<file path="src/rtl/card_irq_pkg.sv">
package card_irq_pkg;
  localparam int N_EVT = 4;  // early ATR, mute ATR, card change, protection
  localparam int N_FLT = 3;  // card supply, logic supply, pump supply
  localparam int FLT_LOGIC = 1;

  typedef struct packed {
    logic clearStatus;
    logic timerClear;
    logic timerStep;
  } irqStrobes_t;
endpackage

</file>
<file path="src/rtl/card_irq_path.sv">
module card_irq_path
  import card_irq_pkg::*;
#(
  parameter int T1_CYCLES = 64
) (
  input  logic             clk,
  input  logic             porN,
  input  irqStrobes_t      strobes,
  input  logic [N_EVT-1:0] evIn,
  input  logic [N_FLT-1:0] faultIn,
  output logic [N_EVT-1:0] statusQ,
  output logic             statusAny,
  output logic             faultRise,
  output logic             timerDone
);
  localparam int CW = $clog2(T1_CYCLES + 1);
  localparam logic [CW-1:0] LAST = CW'(T1_CYCLES - 1);

  logic [N_EVT-1:0] evPrev;
  logic [N_EVT-1:0] evRise;
  logic [N_FLT-1:0] faultPrev;
  logic [CW-1:0]    tmrQ;

  assign evRise = evIn & ~evPrev;

  always_ff @(posedge clk or negedge porN) begin
    if (!porN) begin
      evPrev    <= '0;
      faultPrev <= '0;
    end else begin
      evPrev    <= evIn;
      faultPrev <= faultIn;
    end
  end

  // One sticky latch per event; a new edge wins over a read in the same cycle.
  for (genvar i = 0; i < N_EVT; i++) begin : g_stat
    always_ff @(posedge clk or negedge porN) begin
      if (!porN) statusQ[i] <= 1'b0;
      else       statusQ[i] <= evRise[i] | (statusQ[i] & ~strobes.clearStatus);
    end

    // a set bit survives any cycle without a read
    a_r4_sticky: assert property (@(posedge clk) disable iff (!porN)
      (statusQ[i] && !strobes.clearStatus) |=> statusQ[i]);
  end

  assign statusAny = |statusQ;
  assign faultRise = |(faultIn & ~faultPrev);

  // Supply-valid interval counter.
  always_ff @(posedge clk or negedge porN) begin
    if (!porN)                  tmrQ <= '0;
    else if (strobes.timerClear) tmrQ <= '0;
    else if (strobes.timerStep)  tmrQ <= tmrQ + 1'b1;
  end

  assign timerDone = (tmrQ == LAST);

  // a restart strobe always returns the interval count to zero
  a_r7_restart: assert property (@(posedge clk) disable iff (!porN)
    strobes.timerClear |=> (tmrQ == '0));

  // the interval counter never passes its terminal value
  a_r6_bound: assert property (@(posedge clk) disable iff (!porN)
    tmrQ <= LAST);
endmodule

</file>
<file path="src/rtl/card_irq_ctrl.sv">
module card_irq_ctrl
  import card_irq_pkg::*;
(
  input  logic             clk,
  input  logic             porN,
  input  logic             statusRead,
  input  logic [N_FLT-1:0] faultIn,
  input  logic             statusAny,
  input  logic             faultRise,
  input  logic             timerDone,
  output irqStrobes_t      strobes,
  output logic             irqN,
  output logic             deactReq
);
  logic logicFault;
  logic holdQ;

  assign logicFault = faultIn[FLT_LOGIC];

  always_comb begin
    strobes.clearStatus = statusRead;
    strobes.timerClear  = logicFault | (holdQ & timerDone);
    strobes.timerStep   = holdQ & ~logicFault;
  end

  always_ff @(posedge clk or negedge porN) begin
    if (!porN) begin
      holdQ    <= 1'b0;
      irqN     <= 1'b1;
      deactReq <= 1'b0;
    end else begin
      if (logicFault)             holdQ <= 1'b1;
      else if (holdQ && timerDone) holdQ <= 1'b0;
      irqN     <= ~((|faultIn) | holdQ | statusAny);
      deactReq <= faultRise;
    end
  end

  // any fault level pulls the interrupt low at the next edge
  a_r2_fault_irq: assert property (@(posedge clk) disable iff (!porN)
    (|faultIn) |=> !irqN);

  // a latched status bit pulls the interrupt low at the next edge
  a_r5_status_irq: assert property (@(posedge clk) disable iff (!porN)
    statusAny |=> !irqN);

  // a logic-supply fault arms the hold
  a_r6_hold_arm: assert property (@(posedge clk) disable iff (!porN)
    logicFault |=> holdQ);

  // a newly risen fault level yields a deactivation pulse
  a_r9_rise: assert property (@(posedge clk) disable iff (!porN)
    (|(faultIn & ~$past(faultIn))) |=> deactReq);
endmodule

</file>
<file path="src/rtl/card_irq_unit.sv">
module card_irq_unit
  import card_irq_pkg::*;
#(
  parameter int T1_CYCLES = 64
) (
  input  logic       clk,
  input  logic       porN,
  input  logic       cardSupplyFault,
  input  logic       logicSupplyFault,
  input  logic       pumpSupplyFault,
  input  logic       earlyAtrEvt,
  input  logic       muteAtrEvt,
  input  logic       cardChangeEvt,
  input  logic       protectEvt,
  input  logic       statusRead,
  output logic       irqN,
  output logic [3:0] statusBits,
  output logic       deactReq
);
  irqStrobes_t      strobes;
  logic [N_EVT-1:0] evIn;
  logic [N_FLT-1:0] faultIn;
  logic [N_EVT-1:0] statusQ;
  logic             statusAny;
  logic             faultRise;
  logic             timerDone;

  assign evIn    = {protectEvt, cardChangeEvt, muteAtrEvt, earlyAtrEvt};
  assign faultIn = {pumpSupplyFault, logicSupplyFault, cardSupplyFault};
  assign statusBits = statusQ;

  card_irq_path #(.T1_CYCLES(T1_CYCLES)) u_path (
    .clk       (clk),
    .porN      (porN),
    .strobes   (strobes),
    .evIn      (evIn),
    .faultIn   (faultIn),
    .statusQ   (statusQ),
    .statusAny (statusAny),
    .faultRise (faultRise),
    .timerDone (timerDone)
  );

  card_irq_ctrl u_ctrl (
    .clk        (clk),
    .porN       (porN),
    .statusRead (statusRead),
    .faultIn    (faultIn),
    .statusAny  (statusAny),
    .faultRise  (faultRise),
    .timerDone  (timerDone),
    .strobes    (strobes),
    .irqN       (irqN),
    .deactReq   (deactReq)
  );
endmodule

</file>
<file path="config.mk">
export PLATFORM = sky130hd
export DESIGN_NAME = card_irq_unit
export DESIGN_NICKNAME = d
export VERILOG_FILES = /design/src/rtl/card_irq_pkg.sv /design/src/rtl/card_irq_path.sv /design/src/rtl/card_irq_ctrl.sv /design/src/rtl/card_irq_unit.sv
export SDC_FILE = /design/constraint.sdc
export NUM_CORES = 1
export LEC_CHECK = 0
export ABC_AREA = 1
export BUFFER_PORTS_ARGS = -buffer_cell sky130_fd_sc_hd__buf_4
export CAP_MARGIN = 40
export CORE_MARGIN = 5
export CORE_UTILIZATION = 35
export CTS_BUF_LIST = sky130_fd_sc_hd__clkbuf_16
export DETAILED_ROUTE_END_ITERATION = 16
export GPL_TIMING_DRIVEN = 1
export SKIP_CTS_REPAIR_TIMING = 1
export SYNTH_ARGS = -nofsm -noshare
export SYNTH_HDL_FRONTEND = slang
export SYNTH_SLANG_ARGS = --single-unit
</file>
<file path="constraint.sdc">
create_clock -name clk -period 1.44 [get_ports clk]
set_input_delay 0.144 -clock clk [delete_from_list [all_inputs] [get_ports clk]]
set_output_delay 0.144 -clock clk [all_outputs]
set_load 0.005 [all_outputs]
</file>
* Word-level counts from Yosys, hierarchy flattened *
Index checks and enable logic that the tools add are counted.

cells by class
  $add $sub $neg = 1
  muxes and demuxes = 4
  reductions and logical operators = 6
  eq/ne operators = 1
  bitwise operators = 20

operator list
  cell                                                                    count
  7-bit two-way mux                                                       2
  7-bit by 1-bit adder with 7-bit output (second input constant)          1
  7-bit by 6-bit equality test with 1-bit output (second input constant)  1
  1-bit OR                                                                7
  1-bit bitwise AND                                                       6
  3-bit OR reduction                                                      2
  4-bit bitwise AND                                                       1
  4-bit inverter                                                          1
  2-bit nonzero test                                                      2
  4-bit OR reduction                                                      1
  3-bit bitwise AND                                                       1
  1-bit inverter                                                          3
  3-bit inverter                                                          1
  1-bit two-way mux                                                       2
  1-bit logical AND                                                       1

storage, ports and cells
  flip-flop bits (word level) = 21
  input bits = 10

* Longest topological paths before layout *
Gate-level depths: netlist of run 1.

  depth after elaboration = 4
  gate-level depth with buffers = 8
  depth with buffers taken out = 8

* Modules after synthesis *
Synthesis of run 1 repeated with hierarchy kept, for this count alone.

second synthesis, totals
  cell total of the unflattened synthesis = 92
  area, all modules = 858.3 µm²

modules (own cells, without submodules)
  module         area each (µm²)  cells each  instances
  card_irq_path  725.7            76          1
  card_irq_ctrl  132.6            16          1

* Worst setup path before layout of run 1 *
Ideal clock, no wire load.

  kind = register -> register
  start point = register u_path.tmrQ[0]
  end point = register u_path.tmrQ[5]
  buffers on the path = 0
  setup slack = 0.317 ns
  cell stages (with the launch flop) = 9
  library setup time = 0.071 ns
  period minus slack after synthesis = 1.123 ns
  data arrival time = 1.052 ns
  path through = dfrtp_1 ha_1 inv_1 nor2_1 nand2_1 nand2_1 nand2_2 nand2_1 nor2_1

between the ends
  cells in the longest elaborated chain, start to end = 4
  elaborated cells on any way between the ends = 7
  classes of those cells = add/sub: 1; eq/ne: 1; mux: 2; bitwise: 2; reduce/logical: 1

RTL lines
  element                                                                                         RTL line             text
  start, declared                                                                                 card_irq_path.sv:22  logic [CW-1:0] tmrQ;
  start signal, assigned                                                                          card_irq_path.sv:55  else if (strobes.timerStep) tmrQ <= tmrQ + 1'b1;
  parallel branches: the longest is 4 deep, another holds 7-bit by 1-bit adder with 7-bit output  --

Parallel ways; which one is timed is not known. The select of a mux whose other input is x is not followed.
A chain may end at the register's enable or synchronous reset.

* Final worst setup path of run 1 *
Same ends and word-level chain as after synthesis.

==> impl_results.md, run 1 <==
* Status: finished with violations
* Failing checks: hold timing
* TritonCTS Sinks at 21
* Max Cap Violations at 0
* Top cell type's share of synthesized area at 0.587
* CP delay by family, top: simple AND/OR/NAND/NOR gates
* Simple-gate share of the synthesized area at 0.204
* Final WL at approximately 1500 um
* Fin area at 1090 um^2
* Crit path buf inv count at 1
* Initial core utilization at 0.375
* Post-DR wirelength/cell at 11.5 um
* Critical path, cell by cell: ha_1 -> inv_1 -> nor2_1 -> nand2_1 -> nand2_1 -> nand2_2 -> nand2_1 -> nor2_1
* Ys flop type: dfrtp_1
* VDD IR max at 0.000645 V
* Comb pwr share at 0.094
* Row count at 17
* Post-route insts no fill at 133
* Critical Path Max Stage Delay at between 0.3 and 0.4 ns
* Switching share of power at 0.228
* CP arrival at 1.42 ns
* Worst r2r src: u_path.tmrQ[0]$_DFFE_PN0P_
* Worst-path fanout max at 5
* Max frequency at 0.810 GHz
* Slowest-stage cell, CP: dfrtp_1
* Ys async rst share at 1.00
* Post-Synth XOR/XNOR Area at 0.0205
* Largest family of logic cells by synthesized area: simple AND/OR/NAND/NOR gates
* 1st-iter DRT viols at 9
* Port-buffer cells at 15
* Layout net count at 117
* Internal Power at 1060 uW
* RD Place Congestion at 0.719
* Worst min-delay path class: primary input to register
* Most frequent cell after synthesis: dfrtp_1
* GRT Overall Usage at 0.106
* Total power at about 1400 uW
* Skew final at 0.00467 ns
* Die X-Extent at between 50 and 60 um
* Setup TNS at 0 ns
* Worst reg-to-reg setup slack at about 0.21 ns
* Top post-synthesis cells by area: dfrtp_1 59%, inv_1 8.4%, nand2_1 5.7%, nand4_1 4.4%, nor2_4 4.0%
* Leakage at 0.000568 uW
* GR Overflow Total at 0
* Synth Area in Compound Gates at 0.0513
* Number of flops mapped to enable cells by yosys at 0
* Area share of fa/ha/maj cells after synthesis at 0.0147
* DRC errors left at 0
* Hold Vio Cnt, Final at 3
* FF-to-FF path depth at 8
* Post-synth net total at 96
* Power Density at 1260 nW/um^2
* Core area at 2280 um^2
* TritonCTS buffer count at 3
* DP Cell Count at 128
* Pre-antenna DRT Iters at 4
* Relative slew slack at 0.818
* CP Capture Type: register
* Fraction of layout cells with a size suffix above 1 at 0.267
* Critical setup path kind: register to register
* Die height at 59.4 um
* Fin. max-slew vios at 0
* Die area at 3530 um^2
* Synthesized area at about 850 um^2
* Setup Viol. Count Final at 0
* Clk slew on worst S/H paths at 0.06 ns
* Skew-Pair Late Insertion Delay at approximately 0.26 ns
* R2R Path End: u_path.tmrQ[5]$_DFFE_PN0P_
* Worst hold path depth at 1
* ANT nets after route at 0
* YS warnings at 0
* Top cell by count, worst path: nand2_1
* H-tree levels at 1
* Fin crit share at 0.857
* Clock share of power at 0.438
* Mux contribution to synthesized area at 0
* Switching Power at 314 uW
* First-pass GRT wire length at between 2000 and 3000 um
* Worst Tran Pin Value at between 0.2 and 0.3 ns
* RSZ-0062 raised after global routing: false
* Vias at 618
* Cell variety after synth at 19
* Sequential share of the synthesized area at 0.617
* CTS Root Cell: clkbuf_16
* Final Hold Slack at -0.00265 ns
* Startpoint types: register
* Largest net degree at the start of global routing at 22
* Worst path required time at 1.63 ns
* Hold Startpoint: muteAtrEvt
* Initial antenna violation count at 0
* Mapped Cells at 85
* Hold EP: u_path.evPrev[1]$_DFF_PN0_
* Synthesis-to-finish area growth at 28.2%
* Routed vias/inst at 4.65
* Post-Syn Area per Cell at around 10 um^2
* DP HPWL at 1140 um
* CTS tree: yes
* Largest area contributor in the netlist: dfrtp_1
* Min Tclk post-route at 1.23 ns
* Area post-placement at 1000 um^2
* I/O pin total at 16
* Number of global-route vias before repair at ~650
* Synth Register Bits at 21
* Top post-synthesis cells by count: 20 x dfrtp_1, 19 x inv_1, 13 x nand2_1, 6 x nand4_1, 5 x nor2_1
* Sequential power share at 0.468
* Number of antenna diodes at 0
* Max clock buf depth at 2
[state kept, by name, summed over array words and instances (netlist names)]
register	cells
u_path.tmrQ	7
u_path.evPrev	4
u_path.statusQ	4
u_path.faultPrev	3
u_ctrl.deactReq	1
u_ctrl.holdQ	1
u_ctrl.irqN	1
[worst reg2reg max path, stage by stage (launching register included)]
cell	delay (ns)
dfrtp_1	0.39
ha_1	0.19
inv_1	0.11
nor2_1	0.06
nand2_1	0.09
nand2_1	0.07
nand2_2	0.10
nand2_1	0.07
nor2_1	0.09
[area by class of cell]
type	instances	area, um^2
clock buffer	3	75.1
clock inverter	1	7.51
fill	215	1180
inverter	21	78.8
multi-input combinational	43	248
sequential	21	527
tap	28	35.0
timing repair buffer	16	123
[worst max-delay path by stage]
stage / cells after the start / slack (ns) / from / endpoint
after floorplan: 8 / 0.32 / u_path.tmrQ[0]$_DFFE_PN0P_ / u_path.tmrQ[5]$_DFFE_PN0P_
after global placement: 8 / 0.25 / u_path.tmrQ[1]$_DFFE_PN0P_ / u_path.tmrQ[5]$_DFFE_PN0P_
after detailed placement: 8 / 0.21 / u_path.tmrQ[1]$_DFFE_PN0P_ / u_path.tmrQ[5]$_DFFE_PN0P_
after CTS: 8 / 0.19 / u_path.tmrQ[1]$_DFFE_PN0P_ / u_path.tmrQ[5]$_DFFE_PN0P_
after global routing: 8 / 0.09 / u_path.tmrQ[1]$_DFFE_PN0P_ / u_path.tmrQ[3]$_DFFE_PN0P_
final: 8 / 0.21 / u_path.tmrQ[0]$_DFFE_PN0P_ / u_path.tmrQ[5]$_DFFE_PN0P_
[layout by cell type (no fill, tap or decap)]
cell           netlist  routed
nand2_2              2       2
nor2_1               5       5
o21ai_0              1       1
ha_1                 1       1
dfrtp_1             20      20
nand2_1             13      13
o22ai_1              4       4
xnor2_1              1       1
nand3_1              2       2
buf_4                0      15
a21oi_1              1       1
nor2_4               3       3
inv_2                2       2
clkinvlp_4           0       1
nor4_1               1       1
dfstp_2              1       1
nor2_2               1       1
dlygate4sd3_1        0       1
clkbuf_16            0       3
nand4_1              6       6
inv_1               19      19
xor2_1               1       1
o221ai_1             1       1
[cell families after synthesis]
logic type / after synthesis
AND/OR/NAND/NOR: 33
buffers and inverters: 21
flip-flops: 21
AO/OA/AOI/OAI: 7
XOR/XNOR: 2
adder cells (fa/ha/maj): 1
[power by group through the flow]
stage	Clock [uW]	Sequential [uW]	Combinational, uW
after detailed placement	0	655	128
after global placement	0	653	127
after CTS	613	645	129
after global routing	634	648	146
after floorplan	0	652	60.5
final	602	644	129
[layer usage]
| layer | part of all wire | vias up | GRT usage |
|---|---|---|---|
| met3 | 0.045 | 5 | 0.0283 |
| li1 | - | 306 | - |
| met2 | 0.49 | 13 | 0.170 |
| met5 | 0 | - | 0 |
| met4 | 0.026 | 0 | 0.0583 |
| met1 | 0.44 | 294 | 0.127 |
[metrics by stage]
stage	setup slack, ns	utilization
after floorplan	0.317	-
after global placement	0.246	0.440
after detailed placement	0.211	0.440
after CTS	0.189	0.476
after global routing	0.0878	0.480
final	0.206	0.480
Note: power is estimated with default switching activity, not from simulation.
==> run 2: changes to the inputs <==
--- a/config.mk
+++ b/config.mk
@@ -5,14 +5,15 @@
 export SDC_FILE = /design/constraint.sdc
 export NUM_CORES = 1
 export LEC_CHECK = 0
-export ABC_AREA = 1
 export BUFFER_PORTS_ARGS = -buffer_cell sky130_fd_sc_hd__buf_4
 export CAP_MARGIN = 40
 export CORE_MARGIN = 5
-export CORE_UTILIZATION = 35
+export CORE_UTILIZATION = 51
 export CTS_BUF_LIST = sky130_fd_sc_hd__clkbuf_16
 export DETAILED_ROUTE_END_ITERATION = 16
 export GPL_TIMING_DRIVEN = 1
+export PLACE_DENSITY = 0.75
+export SETUP_SLACK_MARGIN = 0.2
 export SKIP_CTS_REPAIR_TIMING = 1
 export SYNTH_ARGS = -nofsm -noshare
 export SYNTH_HDL_FRONTEND = slang
==> run 2 against run 1 <==
  * The run now ends clean
  * Area after synthesis down 3.2%
  * Clock skew decreased by 0.0018 ns
  * Synthesized cell count down 19%
  * First-iteration DRC count shrank 22%
  * Cell area shrank 2.6%
  * Combinational power is 21% lower
==> impl_results.md, run 2 <==
* Port-buffer cells at 15
* CTS tree: yes
* TritonCTS Sinks at 21
* Fin crit share at 0.898
* Pre-CTS WS at 0.150 ns
* Number of global-route vias before repair at around 600
* Clock share of power at 0.437
* Most frequent cells in the layout: 19 x dfrtp_1, 17 x buf_4, 11 x inv_1
* Largest area contributor in the netlist: dfrtp_1
* Power Density at 1230 nW/um^2
* Comb pwr share at 0.078
* Pre-antenna DRT Iters at 4
* First-pass GRT wire length at 2790 um
* Biggest regs: u_path.tmrQ (7), u_path.evPrev (4), u_path.statusQ (4)
* R2R Path End: u_path.tmrQ[6]$_DFFE_PN0P_
* Synthesized area at between 800 and 900 um^2
* Post-DR wirelength/cell at 15.1 um
* Startpoint types: register
* Mapped Cells at 69
* RSZ-0062 raised after global routing: true
* Critical setup path kind: register to register
* DRC errors left at 0
* Relative slew slack at 0.827
* Skew final at between 0.002 and 0.003 ns
* Number of flops mapped to enable cells by yosys at 0
* Top cell type's share of synthesized area at 0.606
* Hold EP: u_path.evPrev[1]$_DFF_PN0_
* Biggest register: u_path.tmrQ
* Ys async rst share at 1.00
* 1st-iter DRT viols at 7
* Hold Startpoint: muteAtrEvt
* RD Place Congestion at 0.759
* Post-Syn Area per Cell at 12.0 um^2
* Worst-path fanout max at 4
* Post-route insts no fill at 105
* Worst min-delay path class: primary input to register
* H-tree levels at 1
* DP HPWL at 1140 um
* Top post-synthesis cells by area: dfrtp_1 61%, inv_1 4.5%, dfstp_2 3.2%, o22ai_1 3.0%, nand2b_1 2.3%
* Die area at 2520 um^2
* GRT Overall Usage at 0.147
* Vias at ~570
* Cell variety after synth at 27
* DP Cell Count at 99
* Internal Power at 1040 uW
* Leakage at roughly 0.00049 uW
* Layout net count at 101
* Final Hold Slack at 0.00633 ns
* Min Tclk post-route at 1.29 ns
* Routed vias/inst at between 5 and 6
* Total power at 1310 uW
* Setup Viol. Count Final at 0
* Status: finished clean
* Sequential share of the synthesized area at 0.638
* Most frequent cell after synthesis: dfrtp_1
* Max Cap Violations at 0
* Fraction of layout cells with a size suffix above 1 at 0.326
* Sequential power share at 0.485
* Largest net degree at the start of global routing at 22
* Max frequency at 0.773 GHz
* Commonest non-fill, non-tap cell in the layout: dfrtp_1
* Worst hold path depth at 1
* FF-to-FF path depth at 5
* GR Overflow Total at 0
* Switching Power at between 200 and 300 uW
* Post-synth net total at 80
* CTS Root Cell: clkbuf_16
* Die X-Extent at 50.2 um
* Final WL at 1590 um
* CP Capture Type: register
* Setup TNS at 0 ns
* TritonCTS buffer count at 3
* Worst path required time at 1.58 ns
* Top post-synthesis cells by count: 20 x dfrtp_1, 10 x inv_1, 4 x nor2_1, 4 x o22ai_1
* Fin. max-slew vios at 0
* Worst r2r src: u_path.tmrQ[0]$_DFFE_PN0P_
* Hold Vio Cnt, Final at 0
* Row count at 14
* Max clock buf depth at 2
* VDD IR max at 0.000928 V
* Setup WS post-layout at 0.146 ns
* Initial core utilization at 0.542
* Initial antenna violation count at 0
* Number of antenna diodes at 0
* Clk slew on worst S/H paths at 0.06 ns
* YS warnings at 0
* I/O pin total at 16
* Switching share of power at 0.206
* Die height at 50.2 um
* Ys flop type: dfrtp_1
* Core area at 1520 um^2
* Largest register FFs at 7
* Worst Tran Pin Value at 0.259 ns
* Synth Register Bits at 21
* Worst reg-to-reg setup slack at 0.15 ns
* CP arrival at approximately 1.4 ns
* ANT nets after route at 0
* Skew-Pair Late Insertion Delay at around 0.25 ns
* Synthesis-to-finish area growth at 28.9%
-- run 2: cell count changes after synthesis, moves of 2 or more --
cell      before  now
nand2_1       13    3
inv_1         19   10
nand4_1        6    1
nand2b_1       0    3
nor2_4         3    0
inv_2          2    0
nand2_2        2    0
o21ai_0        1    3
-- run 2: power groups by stage --
stage	clock [uW]	sequential (uW)	combinational, uW
after floorplan	0	646	37.7
after global placement	0	647	94.9
after detailed placement	0	648	99.1
after CTS	586	637	99.7
after global routing	614	641	115
final	574	638	102
-- run 2: logic make-up after synthesis --
kind of cell               count (synthesis)  synth area share
xor gates and xnor gates                   3            0.0318
buffers and inverters                     12            0.0682
and+or+nand+nor                           18             0.121
AOI/OAI and AO/OA                         14             0.126
adders and majority gates                  1            0.0151
DFF                                       21             0.638
-- run 2: worst max-delay path by stage --
stage / startpoint / slack (ns) / endpoint
after floorplan: u_ctrl.holdQ$_DFFE_PN0P_ / 0.26 / u_ctrl.irqN$_DFF_PN1_
after global placement: u_ctrl.holdQ$_DFFE_PN0P_ / 0.20 / u_path.tmrQ[5]$_DFFE_PN0P_
after detailed placement: u_ctrl.holdQ$_DFFE_PN0P_ / 0.15 / u_path.tmrQ[5]$_DFFE_PN0P_
after CTS: u_ctrl.holdQ$_DFFE_PN0P_ / 0.12 / u_path.tmrQ[5]$_DFFE_PN0P_
after global routing: u_path.tmrQ[2]$_DFFE_PN0P_ / 0.07 / u_path.tmrQ[5]$_DFFE_PN0P_
final: u_path.tmrQ[0]$_DFFE_PN0P_ / 0.15 / u_path.tmrQ[6]$_DFFE_PN0P_
-- run 2: layout make-up --
| cell class | count | area [um^2] |
|---|---|---|
| tap | 16 | 20.0 |
| timing repair buffer | 18 | 138 |
| sequential | 21 | 528 |
| clock inverter | 1 | 3.75 |
| fill | 116 | 459 |
| multi-input combinational | 36 | 263 |
| inverter | 10 | 37.5 |
| clock buffer | 3 | 75.1 |
-- run 2: through the flow --
step            util  instance area (um^2)
6_report       0.699                  1060
3_3_place_gp   0.622                   947
5_1_grt        0.699                  1060
4_1_cts        0.673                  1030
2_1_floorplan      -                   826
3_5_place_dp   0.622                   947
-- run 2: routing by layer --
layer	global-route usage	share of wire	vias up
met5	0	0	-
met3	0.0503	0.048	4
met1	0.186	0.45	282
li1	-	-	274
met4	0.0786	0.018	0
met2	0.222	0.49	11
-- run 2: critical path, stage by stage, from the launching register on --
cell and delay [ns]:
dfrtp_1 0.40, ha_2 0.22, buf_4 0.11, and4_4 0.25
nand3_2 0.07, and3_1 0.14
==> run 3: changes to the inputs <==
--- a/config.mk
+++ b/config.mk
@@ -6,13 +6,14 @@
 export NUM_CORES = 1
 export LEC_CHECK = 0
 export BUFFER_PORTS_ARGS = -buffer_cell sky130_fd_sc_hd__buf_4
-export CAP_MARGIN = 40
+export CAP_MARGIN = 20
 export CORE_MARGIN = 5
-export CORE_UTILIZATION = 51
+export CORE_UTILIZATION = 55
 export CTS_BUF_LIST = sky130_fd_sc_hd__clkbuf_16
+export CTS_CLUSTER_DIAMETER = 200
 export DETAILED_ROUTE_END_ITERATION = 16
 export GPL_TIMING_DRIVEN = 1
-export PLACE_DENSITY = 0.75
+export PLACE_DENSITY = 0.79
 export SETUP_SLACK_MARGIN = 0.2
 export SKIP_CTS_REPAIR_TIMING = 1
 export SYNTH_ARGS = -nofsm -noshare
==> constraint.sdc (replaced) <==
create_clock -name clk -period 1.5 [get_ports clk]
set_input_delay 0.15 -clock clk [delete_from_list [all_inputs] [get_ports clk]]
set_output_delay 0.15 -clock clk [all_outputs]
set_load 0.005 [all_outputs]
==> run 3 against run 2 <==
  * Count of clock-buffer cells in the layout unchanged
  * Cell area increased by 1.1%
  * Die area decreased by 5.8%
  * Critical path type unchanged
  * Critical endpoint unchanged
  * Largest power group unchanged
  * Highest routed layer unchanged
==> impl_results.md, run 3 (synthesized netlist as in run 2, its figures left out) <==
* Relative slew slack at 0.779
* CTS Root Cell: clkbuf_16
* 1st-iter DRT viols at 25
* Worst path required time at about 1.6 ns
* RSZ-0062 raised after global routing: true
* Biggest register: u_path.tmrQ
* Number of global-route vias before repair at 591
* Status: finished clean
* Skew-Pair Late Insertion Delay at 0.25 ns
* Synthesis-to-finish area growth at 30.3%
* Crit path to: u_path.tmrQ[6]$_DFFE_PN0P_
* Largest register FFs at 7
* Core area at ~1500 um^2
* Vias at about 590
* Largest net degree at the start of global routing at 22
* Initial core utilization at 0.561
* Commonest non-fill, non-tap cell in the layout: dfrtp_1
* FF-to-FF path depth at 4
* Critical Path Max Stage Delay at 0.42 ns
* Fin crit share at 0.869
* Critical setup path kind: register to register
* Total power at 1270 uW
* Clk slew on worst S/H paths at 0.06 ns
* Startpoint types: register
* Die height at between 40 and 50 um
* Layout net count at 102
* H-tree levels at 1
* TritonCTS Sinks at 21
* CTS tree: yes
* Critical path, cell by cell: ha_2 -> and4_1 -> nand3_1 -> and3_1
* Setup TNS at 0 ns
* Worst reg-to-reg setup slack at between 0.15 and 0.2 ns
* Hold Startpoint: protectEvt
* Die X-Extent at 48.8 um
* I/O pin total at 16
* GRT Overall Usage at 0.153
* DRC errors left at 0
* CP arrival at 1.44 ns
* ANT nets after route at 0
* Max clock buf depth at 2
* VDD IR max at around 0.00074 V
* Initial antenna violation count at 0
* Worst r2r src: u_path.tmrQ[0]$_DFFE_PN0P_
* Worst-path fanout max at 4
* Skew final at about 0.0046 ns
* CP startpoint: u_path.tmrQ[0]$_DFFE_PN0P_
* Worst Tran Pin Value at 0.329 ns
* Worst min-delay path class: primary input to register
* Setup Viol. Count Final at 0
* Final WL at approximately 1700 um
* TritonCTS buffer count at 3
* R2R Path End: u_path.tmrQ[6]$_DFFE_PN0P_
* Hold Vio Cnt, Final at 0
* Max frequency at roughly 0.77 GHz
* Slowest-stage cell, CP: dfrtp_1
* Port-buffer cells at 15
* Leakage at 0.000495 uW
* Row count at 14
* Biggest regs: u_path.tmrQ (7), u_path.evPrev (4), u_path.statusQ (4)
* Min Tclk post-route at 1.30 ns
* Power Density at roughly 1200 nW/um^2
* GR Overflow Total at 0
* Routed vias/inst at 5.53
* Post-DR wirelength/cell at 16.4 um
* RD Place Congestion at between 0.7 and 0.8
* Most frequent cells in the layout: 20 x dfrtp_1, 18 x buf_4, 10 x inv_1
* Number of antenna diodes at 0
* Die area at about 2400 um^2
* DP HPWL at 1180 um
* Pre-antenna DRT Iters at 4
* First-pass GRT wire length at 2800 um
* CP Capture Type: register
* Max Cap Violations at 0
* Worst hold path depth at 1
* Fin. max-slew vios at 0
* Fraction of layout cells with a size suffix above 1 at 0.322
[run 3: cell types whose count changed in the layout (fill, tap and decap cells not counted), sizes merged]
cell | previous run | this run
buf | 17 | 18
clkinv | 0 | 1
inv | 11 | 10
[run 3: worst max-delay path: cells and delay by family (launching register included)]
family | cells | cell delay (ns)
adders and majority gates | 1 | 0.22
DFF | 1 | 0.42
and+or+nand+nor | 3 | 0.54
[run 3: how the worst min path moves through the flow]
stage                                      end
finish              u_path.evPrev[3]$_DFF_PN0_
detailed placement  u_path.tmrQ[5]$_DFFE_PN0P_
global placement    u_path.tmrQ[5]$_DFFE_PN0P_
CTS                 u_path.evPrev[3]$_DFF_PN0_
floorplan            u_ctrl.deactReq$_DFF_PN0_
global route        u_path.evPrev[3]$_DFF_PN0_
[run 3: per-stage QoR]
stage               cells  setup slack, ns  utilization  cell area (um^2)  hold WS, ns
global placement       99            0.301        0.644               947       0.0423
floorplan              69            0.324            -               826       -0.146
detailed placement     99            0.157        0.644               947       0.0432
global route          106            0.164        0.731              1080      0.00450
finish                106            0.196        0.731              1080      0.00885
CTS                   103            0.130        0.698              1030       -0.223
[run 3: where the power goes]
group	total [uW]	leakage, uW	internal, uW	switching (uW)
registers	614	0.000256	595	18.8
clock network	552	0.0000409	357	194
logic	101	0.000198	51.5	49.6
total	1270	0.000495	1000	263
[run 3: cell type report]
| class | count | area (um^2) |
|---|---|---|
| Clock inverter | 1 | 5.00 |
| Fill cell | 106 | 395 |
| Clock buffer | 3 | 75.1 |
| Sequential cell | 21 | 527 |
| Tap cell | 16 | 20.0 |
| Inverter | 10 | 37.5 |
| Multi-Input combinational cell | 36 | 267 |
| Timing Repair Buffer | 19 | 145 |
[run 3: per-layer routing]
metal  share of wire  GRT usage
met1            0.39      0.191
met2            0.55      0.259
met3           0.043     0.0215
met4           0.013     0.0717
met5               0          0
